--- src/rtl/fpcc_pkg.sv ---
package fpcc_pkg;
    localparam int STAT_W  = 32;
    localparam int PRED_W  = 6;
    localparam int CC_LSB  = 24;
    localparam int EXC_LSB = 8;
    localparam int EXC_W   = 8;

    typedef struct packed {
        logic neg;
        logic zero;
        logic nan;
    } cc_t;

    typedef struct packed {
        logic       illegal;
        logic       nonaware;
        logic       invert;
        logic [2:0] base;
    } pred_fields_t;
endpackage

--- src/rtl/fpcc_split.sv ---
module fpcc_split
    import fpcc_pkg::*;
#(
    parameter int PW = PRED_W
) (
    input  logic [PW-1:0] pred,
    output pred_fields_t  fields
);
    localparam int LOW_W = 5;

    always_comb begin
        fields          = '0;
        fields.illegal  = (pred >> LOW_W) != '0;
        fields.nonaware = pred[4];
        fields.invert   = pred[3];
        fields.base     = pred[2:0] ^ {3{pred[3]}};
    end
endmodule

--- src/rtl/fpcc_base.sv ---
module fpcc_base
    import fpcc_pkg::*;
(
    input  cc_t        cc,
    input  logic [2:0] base,
    output logic       hit
);
    localparam int N_BASE = 8;

    logic [N_BASE-1:0] truth;

    always_comb begin
        truth[0] = 1'b0;
        truth[1] = cc.zero;
        truth[2] = !(cc.nan || cc.zero || cc.neg);
        truth[3] = cc.zero || !(cc.nan || cc.neg);
        truth[4] = cc.neg && !cc.nan && !cc.zero;
        truth[5] = cc.zero || (cc.neg && !cc.nan);
        truth[6] = !(cc.nan || cc.zero);
        truth[7] = !cc.nan;
        hit      = truth[base];
    end
endmodule

--- src/rtl/fpcc_stat_next.sv ---
module fpcc_stat_next
    import fpcc_pkg::*;
#(
    parameter int SW   = STAT_W,
    parameter int ELSB = EXC_LSB,
    parameter int EW   = EXC_W
) (
    input  logic [SW-1:0] stat_cur,
    input  logic          nonaware,
    input  logic          nan,
    output logic [SW-1:0] stat_upd
);
    localparam int UNORD_BIT = ELSB + EW - 1;

    always_comb begin
        stat_upd               = stat_cur;
        stat_upd[ELSB +: EW]   = '0;
        if (nonaware && nan) begin
            stat_upd[UNORD_BIT] = 1'b1;
        end
    end
endmodule

--- src/rtl/fpcc_eval_top.sv ---
module fpcc_eval_top
    import fpcc_pkg::*;
#(
    parameter int                SW        = STAT_W,
    parameter int                PW        = PRED_W,
    parameter int                CCL       = CC_LSB,
    parameter int                ELSB      = EXC_LSB,
    parameter int                EW        = EXC_W,
    parameter logic [STAT_W-1:0] RESET_VAL = '0
) (
    input  logic          clk,
    input  logic          rst_n,
    input  logic          eval_vld_i,
    input  logic [PW-1:0] pred_i,
    input  logic          ld_vld_i,
    input  logic [SW-1:0] ld_data_i,
    output logic          cond_true_o,
    output logic          pred_bad_o,
    output logic [SW-1:0] status_o
);
    localparam int NAN_BIT  = CCL;
    localparam int ZERO_BIT = CCL + 2;
    localparam int NEG_BIT  = CCL + 3;

    typedef struct packed {
        logic [SW-1:0] status;
    } state_t;

    state_t       st_d, st_q;
    pred_fields_t fld;
    cc_t          cc;
    logic         base_hit;
    logic [SW-1:0] stat_upd;

    assign cc.neg  = st_q.status[NEG_BIT];
    assign cc.zero = st_q.status[ZERO_BIT];
    assign cc.nan  = st_q.status[NAN_BIT];

    fpcc_split #(.PW(PW)) u_split (
        .pred   (pred_i),
        .fields (fld)
    );

    fpcc_base u_base (
        .cc   (cc),
        .base (fld.base),
        .hit  (base_hit)
    );

    fpcc_stat_next #(.SW(SW), .ELSB(ELSB), .EW(EW)) u_next (
        .stat_cur (st_q.status),
        .nonaware (fld.nonaware),
        .nan      (cc.nan),
        .stat_upd (stat_upd)
    );

    always_comb begin
        st_d = st_q;
        if (ld_vld_i) begin
            st_d.status = ld_data_i;
        end else if (eval_vld_i && !fld.illegal) begin
            st_d.status = stat_upd;
        end
    end

    always_ff @(posedge clk) begin
        if (!rst_n) begin
            st_q.status <= RESET_VAL[SW-1:0];
        end else begin
            st_q <= st_d;
        end
    end

    assign cond_true_o = !fld.illegal && (base_hit ^ fld.invert);
    assign pred_bad_o  = fld.illegal;
    assign status_o    = st_q.status;
endmodule

--- config.mk ---
export PLATFORM = sky130hd
export DESIGN_NAME = fpcc_eval_top
export DESIGN_NICKNAME = d
export VERILOG_FILES = /design/src/rtl/fpcc_pkg.sv /design/src/rtl/fpcc_split.sv /design/src/rtl/fpcc_base.sv /design/src/rtl/fpcc_stat_next.sv /design/src/rtl/fpcc_eval_top.sv
export SDC_FILE = /design/constraint.sdc
export NUM_CORES = 1
export LEC_CHECK = 0
export BUFFER_PORTS_ARGS = -buffer_cell sky130_fd_sc_hd__buf_2
export CAP_MARGIN = 15
export CORE_UTILIZATION = 46
export DETAILED_ROUTE_END_ITERATION = 10
export PLACE_DENSITY = 0.86
export REMOVE_ABC_BUFFERS = 1
export SETUP_SLACK_MARGIN = 0.15
export SLEW_MARGIN = 20
export SYNTH_ARGS = -nofsm -noshare
export SYNTH_HDL_FRONTEND = slang
export SYNTH_SLANG_ARGS = --single-unit
--- constraint.sdc ---
create_clock -name clk -period 2 [get_ports clk]
set_input_delay 0.3 -clock clk [delete_from_list [all_inputs] [get_ports clk]]
set_output_delay 0.3 -clock clk [all_outputs]
set_load 0.02 [all_outputs]
Word level (Yosys, flattened, before mapping) --
Cells that the tools add are included.
Storage, ports and cells: bits in registers 32, output and inout port bits 34, logic and storage cells 27
Cells by class: order comparisons 1, muxes and demuxes 5, bitwise logic cells 2, reduce and logical (&&, ||, !) cells 17
Operators by type and width (number):
- $mux W32 | 1
- $mux W16 | 1
- $logic_not A1 Y1 | 6
- $logic_and A1 B1 Y1 | 5
- $logic_or A1 B1 Y1 | 5
- $lt A3 B4 Y1 const B | 1
- $bmux W1 S3 | 1
- $xor A3 B3 Y3 | 1
- $mux W1 | 2
- $reduce_bool A2 Y1 | 1
- $xor A1 B1 Y1 | 1

Logic depth before layout (Yosys ltp) --
Gate-level depths: netlist (run 1).
depth after elaboration 7, mapped depth 4

Modules after synthesis --
Synthesis (run 1) repeated with hierarchy kept, for this count alone.
Unflattened totals: cells, all modules 189, area, all modules 1736.7 µm²
By module, submodules not included:
- fpcc_eval_top | times used 1, cells an instance 145, area an instance 1411.4 µm²
- fpcc_stat_next | times used 1, cells an instance 33, area an instance 242.7 µm²
- fpcc_split | times used 1, cells an instance 6, area an instance 48.8 µm²
- fpcc_base | times used 1, cells an instance 5, area an instance 33.8 µm²

Least setup slack after synthesis (run 1) --
OpenSTA, ideal clock, no wires.
path kind register to output, start point reg st_q (netlist bit status_o[26]), end point out cond_true_o, arrival time 961 ps, required time 1700 ps, path slack 739 ps, stages on the path, launching flop included 4, cells stage by stage dfxtp_1 nor2b_1 o21ai_0 and3_1
Between the ends: cells in the longest elaborated chain, start to end 7
RTL lines:
- from (decl) | RTL line fpcc_eval_top.sv:29 | state_t st_d, st_q;
- from (signal assigned) | RTL line fpcc_eval_top.sv:70 | st_q <= st_d;
- $logic_or A1 B1 Y1 | RTL line fpcc_base.sv:15, fpcc_base.sv:19
- $logic_or A1 B1 Y1 | RTL line fpcc_base.sv:15 | truth[2] = !(cc.nan || cc.zero || cc.neg);
- $logic_not A1 Y1 | RTL line fpcc_base.sv:15
- $bmux W1 S3 (*) | RTL line fpcc_base.sv:21 | hit = truth[base];
- $mux W1 (not written as such) (*) | RTL line fpcc_base.sv:21
- $xor A1 B1 Y1 (*) | RTL line fpcc_eval_top.sv:74 | assign cond_true_o = !fld.illegal && (base_hit ^ fld.invert);
- $logic_and A1 B1 Y1 (*) | RTL line fpcc_eval_top.sv:74
- to (decl) | RTL line fpcc_eval_top.sv:17 | output logic cond_true_o,
Every way passes the cells marked *; elsewhere a longest branch is shown, timed or not. The select of a mux whose other input is x is not followed.

Worst setup path in the final report (run 1) --
Ends and elaborated chain as after synthesis.

==> results.sh, run 1 <==
export IMPL_status="finished, final reports clean"
export IMPL_ir_drop_mv=0.700
export IMPL_synthMuxAreaShare=0.187
export IMPL_ys_warnings_count=0
export IMPL_timing_slew_headroom=0.728
export IMPL_report_final_slew_viol_count=0
export IMPL_worst_slew_pin_slew_ps=408
export IMPL_fmax_mhz=616
export IMPL_ys_seq_elements=32
export IMPL_period_share=0.812
export IMPL_critPathBufInv=1
export IMPL_clkTransAtPathRegs_ps=90
export IMPL_cts_tree="done"
export IMPL_critPathTopFamily="flip-flops"
export IMPL_grt_total_usage=0.190
export IMPL_synth_top_area_frac=0.479
export IMPL_nFillCells=245
export IMPL_tns_ps=0
export IMPL_start_kind="register"
export IMPL_grt_pass1_wl_mm=4.57
export IMPL_drtIter0Drc=35
export IMPL_synth_compound_area_frac=0.0579
export IMPL_synth_avg_cell_area_sq_um=10.5
export IMPL_io_buffers=75
export IMPL_syn_inst=128
export IMPL_path_max_fanout=5
export IMPL_hold_buffers=0
export IMPL_hold_violations=0
export IMPL_dpl_worst_slack_ps=523
export IMPL_synth_xor_area_frac=0
export IMPL_antenna_cells=0
export IMPL_antenna_found_initial=0
export IMPL_drt_pass1_iter_count=2
export IMPL_cp_arrival_ps=1320
export IMPL_grt_pass1_vias=1071
export IMPL_pin_count=76
export IMPL_viasPerCell=4.86
export IMPL_clk_latency_ps=320
export IMPL_nets=242
export IMPL_synthAdderAreaFrac=0
export IMPL_power_density_nw_per_um2=753
export IMPL_syn_area_sq_um=1340
export IMPL_yosysTopAreaCell="dfxtp_1"
export IMPL_numCtsBuffers=5
export IMPL_start_util=0.485
export IMPL_die_height_um=56.0
export IMPL_end_kind="output port"
export IMPL_remaining_drc_errors=0
export IMPL_antenna_left=0
export IMPL_largest_reg_flops=32
export IMPL_required_ps=1700
export IMPL_criticalPathCategory="reg2out"
export IMPL_synth_seq_area_share=0.479
export IMPL_hpwl_mm=2.04
export IMPL_crit_path_start="status_o[26]$_SDFFE_PN0P_"
export IMPL_rsz0062_at_grt="no"
export IMPL_die_w_um=56.0
export IMPL_holdWs_ps=231
export IMPL_gp_congestion=0.660
export IMPL_slowest_delay_ps=400
export IMPL_yosys_area_share_simple=0.228
export IMPL_vias=1122
export IMPL_syn_to_final_growth_pct=31.6
export IMPL_yosysUniqueCellTypes=20
export IMPL_clock_path_buffers=2
export IMPL_cts_htree_levels=2
export IMPL_clock_root_buffer="clkbuf_4"
export IMPL_hold_path_startpoint="ld_data_i[14]"
export IMPL_setup_viol=0
export IMPL_synthTopCellsByArea="dfxtp_1 (48%), mux2i_1 (19%), nor2b_1 (12%)"
export IMPL_core_area_sq_um=2760
export IMPL_critical_path_cell_chain="nor2b_1, o21ai_0, and3_1, buf_2"
export IMPL_layout_setup_ws_ps=376
export IMPL_cts_sinks=32
export IMPL_wirelength_mm=2.75
export IMPL_grt_max_degree=33
export IMPL_fin_worst_skew_ps=0.0521
export IMPL_cap_violations=0
export IMPL_fin_crit_ps=1620
export IMPL_hold_class="in2reg"
export IMPL_worst_path_max_delay_cell="dfxtp_1"
export IMPL_dieArea_sq_um=3130
export IMPL_rows=19
export IMPL_drive_gt1_frac=0.430
export IMPL_grt_overflow_total=0
export IMPL_r2r_start="status_o[15]$_SDFFE_PN0P_"
export IMPL_wire_per_inst_um=11.9
export IMPL_synth_top_family_by_area="simple AND/OR/NAND/NOR gates"
export IMPL_total_leakage_power_nw=0.907
worst min-delay path, delay by kind of cell:
kind | cells | cell delay (ps)
buffers and inverters | 1 | 100
AO/OA/AOI/OAI | 1 | 60
AND/OR/NAND/NOR | 1 | 50
synth_stat cells:
master and count:
buf_2 1, buf_4 4, nor3b_1 1, clkbuf_1 5, mux2i_1 25, and3_1 1
o21ai_0 2, nor2_1 2, and3b_1 1, a21boi_0 7, buf_6 1, nor2b_1 25
a21oi_1 1, nand2b_4 1, nand2b_1 1, o311a_1 1, nand2_1 8, and2_4 1
dfxtp_1 32, nand3b_1 8
logic make-up after synthesis:
family,count (synthesis)
buffers and inverters,11
AO/OA/AOI/OAI,11
flip-flops,32
multiplexers,25
AND/OR/NAND/NOR,49
layout make-up:
type	instances	area (sq um)	area share
Timing Repair Buffer	76	383	0.217
Tap cell	31	38.8	0.0220
Multi-Input combinational cell	85	633	0.359
Sequential cell	32	642	0.364
Clock buffer	7	65.1	0.0369
worst paths after layout:
kind	slack [ps]	endpoint	cells after the start
max	380	cond_true_o	4
min	230	status_o[14]$_SDFFE_PN0P_	3
max reg2reg	1150	status_o[15]$_SDFFE_PN0P_	2
min reg2reg	490	status_o[11]$_SDFFE_PN0P_	2
repair_timing:
action / in CTS / in global routing
setup buffers: 0 / 0
setup endpoints to repair: 0 / 1
gates resized for setup: 0 / 1
where the power goes:
group / leakage [nW] / internal (mW) / total, mW / switching, mW
clock network: 0.0374 / 0.199 / 0.399 / 0.200
registers: 0.265 / 0.674 / 0.695 / 0.0201
logic: 0.605 / 0.108 / 0.233 / 0.125
total: 0.907 / 0.982 / 1.33 / 0.345
through the flow:
stage / cell area [sq um] / util / power (mW) / instances
floorplan: 1270 / - / 0.830 / 117
global placement: 1700 / 0.615 / 0.935 / 224
detailed placement: 1700 / 0.615 / 0.945 / 224
CTS: 1760 / 0.638 / 1.35 / 231
global route: 1760 / 0.639 / 1.40 / 231
finish: 1760 / 0.639 / 1.33 / 231
per-layer routing:
metal | GRT usage | up-vias | wire length (um)
met1 | 0.214 | 493 | 1160
met5 | 0 | - | 0
met4 | 0.0627 | 0 | 43
met3 | 0.0907 | 5 | 276
li1 | - | 567 | -
met2 | 0.317 | 57 | 1270
placed cells by master, fill, tap and decap left out:
cell type   n
clkbuf_4    5
dfxtp_2     1
and3b_1     1
dfxtp_1    31
and3_1      1
nor3b_1     1
nor2b_1    25
and2_4      1
clkbuf_8    2
mux2i_1    25
a21boi_0    7
o311a_1     1
nand2b_1    1
nand3b_1    8
buf_2      75
buf_4       1
a21oi_1     1
nor2_1      2
o21ai_0     2
nand2b_4    1
nand2_1     8
No activity file was read; power rests on OpenSTA's default activity.
==> run 2: changes to the inputs <==
CORE_UTILIZATION = 39   (was 46)
PLACE_DENSITY = 0.78   (was 0.86)
clock period = 1.4 ns   (was 2 ns; I/O delays follow)
==> results.sh, run 2 (synthesis results as in run 1) <==
export IMPL_slowest_delay_ps=370
export IMPL_clock_root_buffer="clkbuf_4"
export IMPL_cp_arrival_ps=1250
export IMPL_fmax_mhz=683
export IMPL_worst_path_max_delay_cell="dfxtp_4"
export IMPL_r2r_cells=4
export IMPL_largest_reg_flops=32
export IMPL_clk_latency_ps=320
export IMPL_viasPerCell=4.55
export IMPL_drtIter0Drc=39
export IMPL_fin_crit_ps=1460
export IMPL_cts_tree="done"
export IMPL_whs_path_depth=3
export IMPL_violations="setup timing"
export IMPL_grt_overflow_total=0
export IMPL_holdWs_ps=133
export IMPL_clock_path_buffers=2
export IMPL_period_share=1.05
export IMPL_antenna_cells=0
export IMPL_rows=20
export IMPL_wire_per_inst_um=11.3
export IMPL_antenna_found_initial=0
export IMPL_final_cell_mix="buf_2 (74), dfxtp_1 (29), mux2i_1 (25)"
export IMPL_report_final_slew_viol_count=0
export IMPL_path_max_fanout=5
export IMPL_cap_violations=0
export IMPL_end_kind="output port"
export IMPL_worst_slew_pin_slew_ps=447
export IMPL_grt_pass1_vias=1020
export IMPL_fin_worst_skew_ps=0.241
export IMPL_grt_max_degree=33
export IMPL_ir_drop_mv=0.718
export IMPL_core_area_sq_um=3150
export IMPL_antenna_left=0
export IMPL_numCtsBuffers=5
export IMPL_layout_setup_ws_ps=-63.9
export IMPL_remaining_drc_errors=0
export IMPL_critical_path_cell_chain="and3b_1, o21ai_1, and3_1, buf_6"
export IMPL_drt_pass1_iter_count=5
export IMPL_total_leakage_power_nw=0.958
export IMPL_nets=247
export IMPL_wirelength_mm=2.84
export IMPL_status="finished, violations left"
export IMPL_nFillCells=303
export IMPL_power_density_nw_per_um2=1130
export IMPL_drive_gt1_frac=0.466
export IMPL_hpwl_mm=1.93
export IMPL_vias=1137
export IMPL_clkTransAtPathRegs_ps=100
export IMPL_required_ps=1190
export IMPL_dieArea_sq_um=3670
export IMPL_pin_count=76
export IMPL_grt_total_usage=0.167
export IMPL_hold_buffers=0
export IMPL_io_buffers=75
export IMPL_die_height_um=60.6
export IMPL_final_common_cell="buf_2"
export IMPL_criticalPathCategory="reg2out"
export IMPL_setup_viol=1
export IMPL_die_w_um=60.6
export IMPL_syn_to_final_growth_pct=40.6
export IMPL_cts_htree_levels=2
export IMPL_grt_pass1_wl_mm=4.36
export IMPL_start_util=0.425
export IMPL_final_util=0.597
export IMPL_timing_slew_headroom=0.702
export IMPL_start_kind="register"
export IMPL_cts_sinks=32
export IMPL_hold_class="in2reg"
export IMPL_dpl_worst_slack_ps=196
export IMPL_rsz0062_at_grt="yes"
export IMPL_gp_congestion=0.734
export IMPL_power_total_mw=2.13
export IMPL_hold_violations=0
run 2: cell types whose count changed in the layout (fill, tap and decap cells not counted), moves of 2 or more:
cell | before | now
o21ai_0 | 2 | 0
buf_4 | 1 | 5
dfxtp_1 | 31 | 29
o21ai_1 | 0 | 2
run 2: per-layer routing:
| layer | part of all wire | global-route usage |
|---|---|---|
| met1 | 0.42 | 0.195 |
| met2 | 0.50 | 0.272 |
| met3 | 0.061 | 0.0554 |
| met4 | 0.014 | 0.0877 |
| met5 | 0 | 0 |
run 2: layout make-up:
class / count / area (sq um) / share of cell area
Timing Repair Buffer: 81 / 439 / 0.233
Tap cell: 44 / 55.1 / 0.0293
Clock buffer: 7 / 65.1 / 0.0346
Clock inverter: 1 / 30.0 / 0.0160
Multi-Input combinational cell: 85 / 646 / 0.343
Sequential cell: 32 / 647 / 0.344
run 2: power breakdown:
part	internal, mW	total [mW]	switching [mW]
Clock	0.474	0.779	0.305
Combinational	0.173	0.358	0.185
Sequential	0.963	0.991	0.0278
run 2: worst max-delay path: cells and delay by family (launching register included):
| family | cells | cell delay (ps) |
|---|---|---|
| and+or+nand+nor | 2 | 340 |
| AOI/OAI and AO/OA | 1 | 100 |
| buffers and inverters | 1 | 120 |
| DFF | 1 | 370 |
run 2: repair_timing:
item                                    4_1_cts  5_1_grt
endpoints found under the setup margin        1        1
pin swaps                                     3        2
setup buffers                                 3        0
resized for setup                            11        0
endpoints found under the hold margin         0        0
run 2: worst paths after layout:
kind / slack [ps] / start / end
worst max-delay path: -60 / status_o[24]$_SDFFE_PN0P_ / cond_true_o
worst min-delay path: 130 / ld_data_i[13] / status_o[13]$_SDFFE_PN0P_
worst max register to register: 410 / status_o[24]$_SDFFE_PN0P_ / status_o[15]$_SDFFE_PN0P_
worst min register to register: 490 / status_o[8]$_SDFFE_PN0P_ / status_o[8]$_SDFFE_PN0P_
run 2: metrics by stage:
step	std cells	setup TNS (ps)	cell area [sq um]
2_1_floorplan	117	0	1270
3_3_place_gp	239	0	1740
3_5_place_dp	239	0	1740
4_1_cts	250	-73.9	1880
5_1_grt	250	-139	1880
6_report	250	-63.9	1880
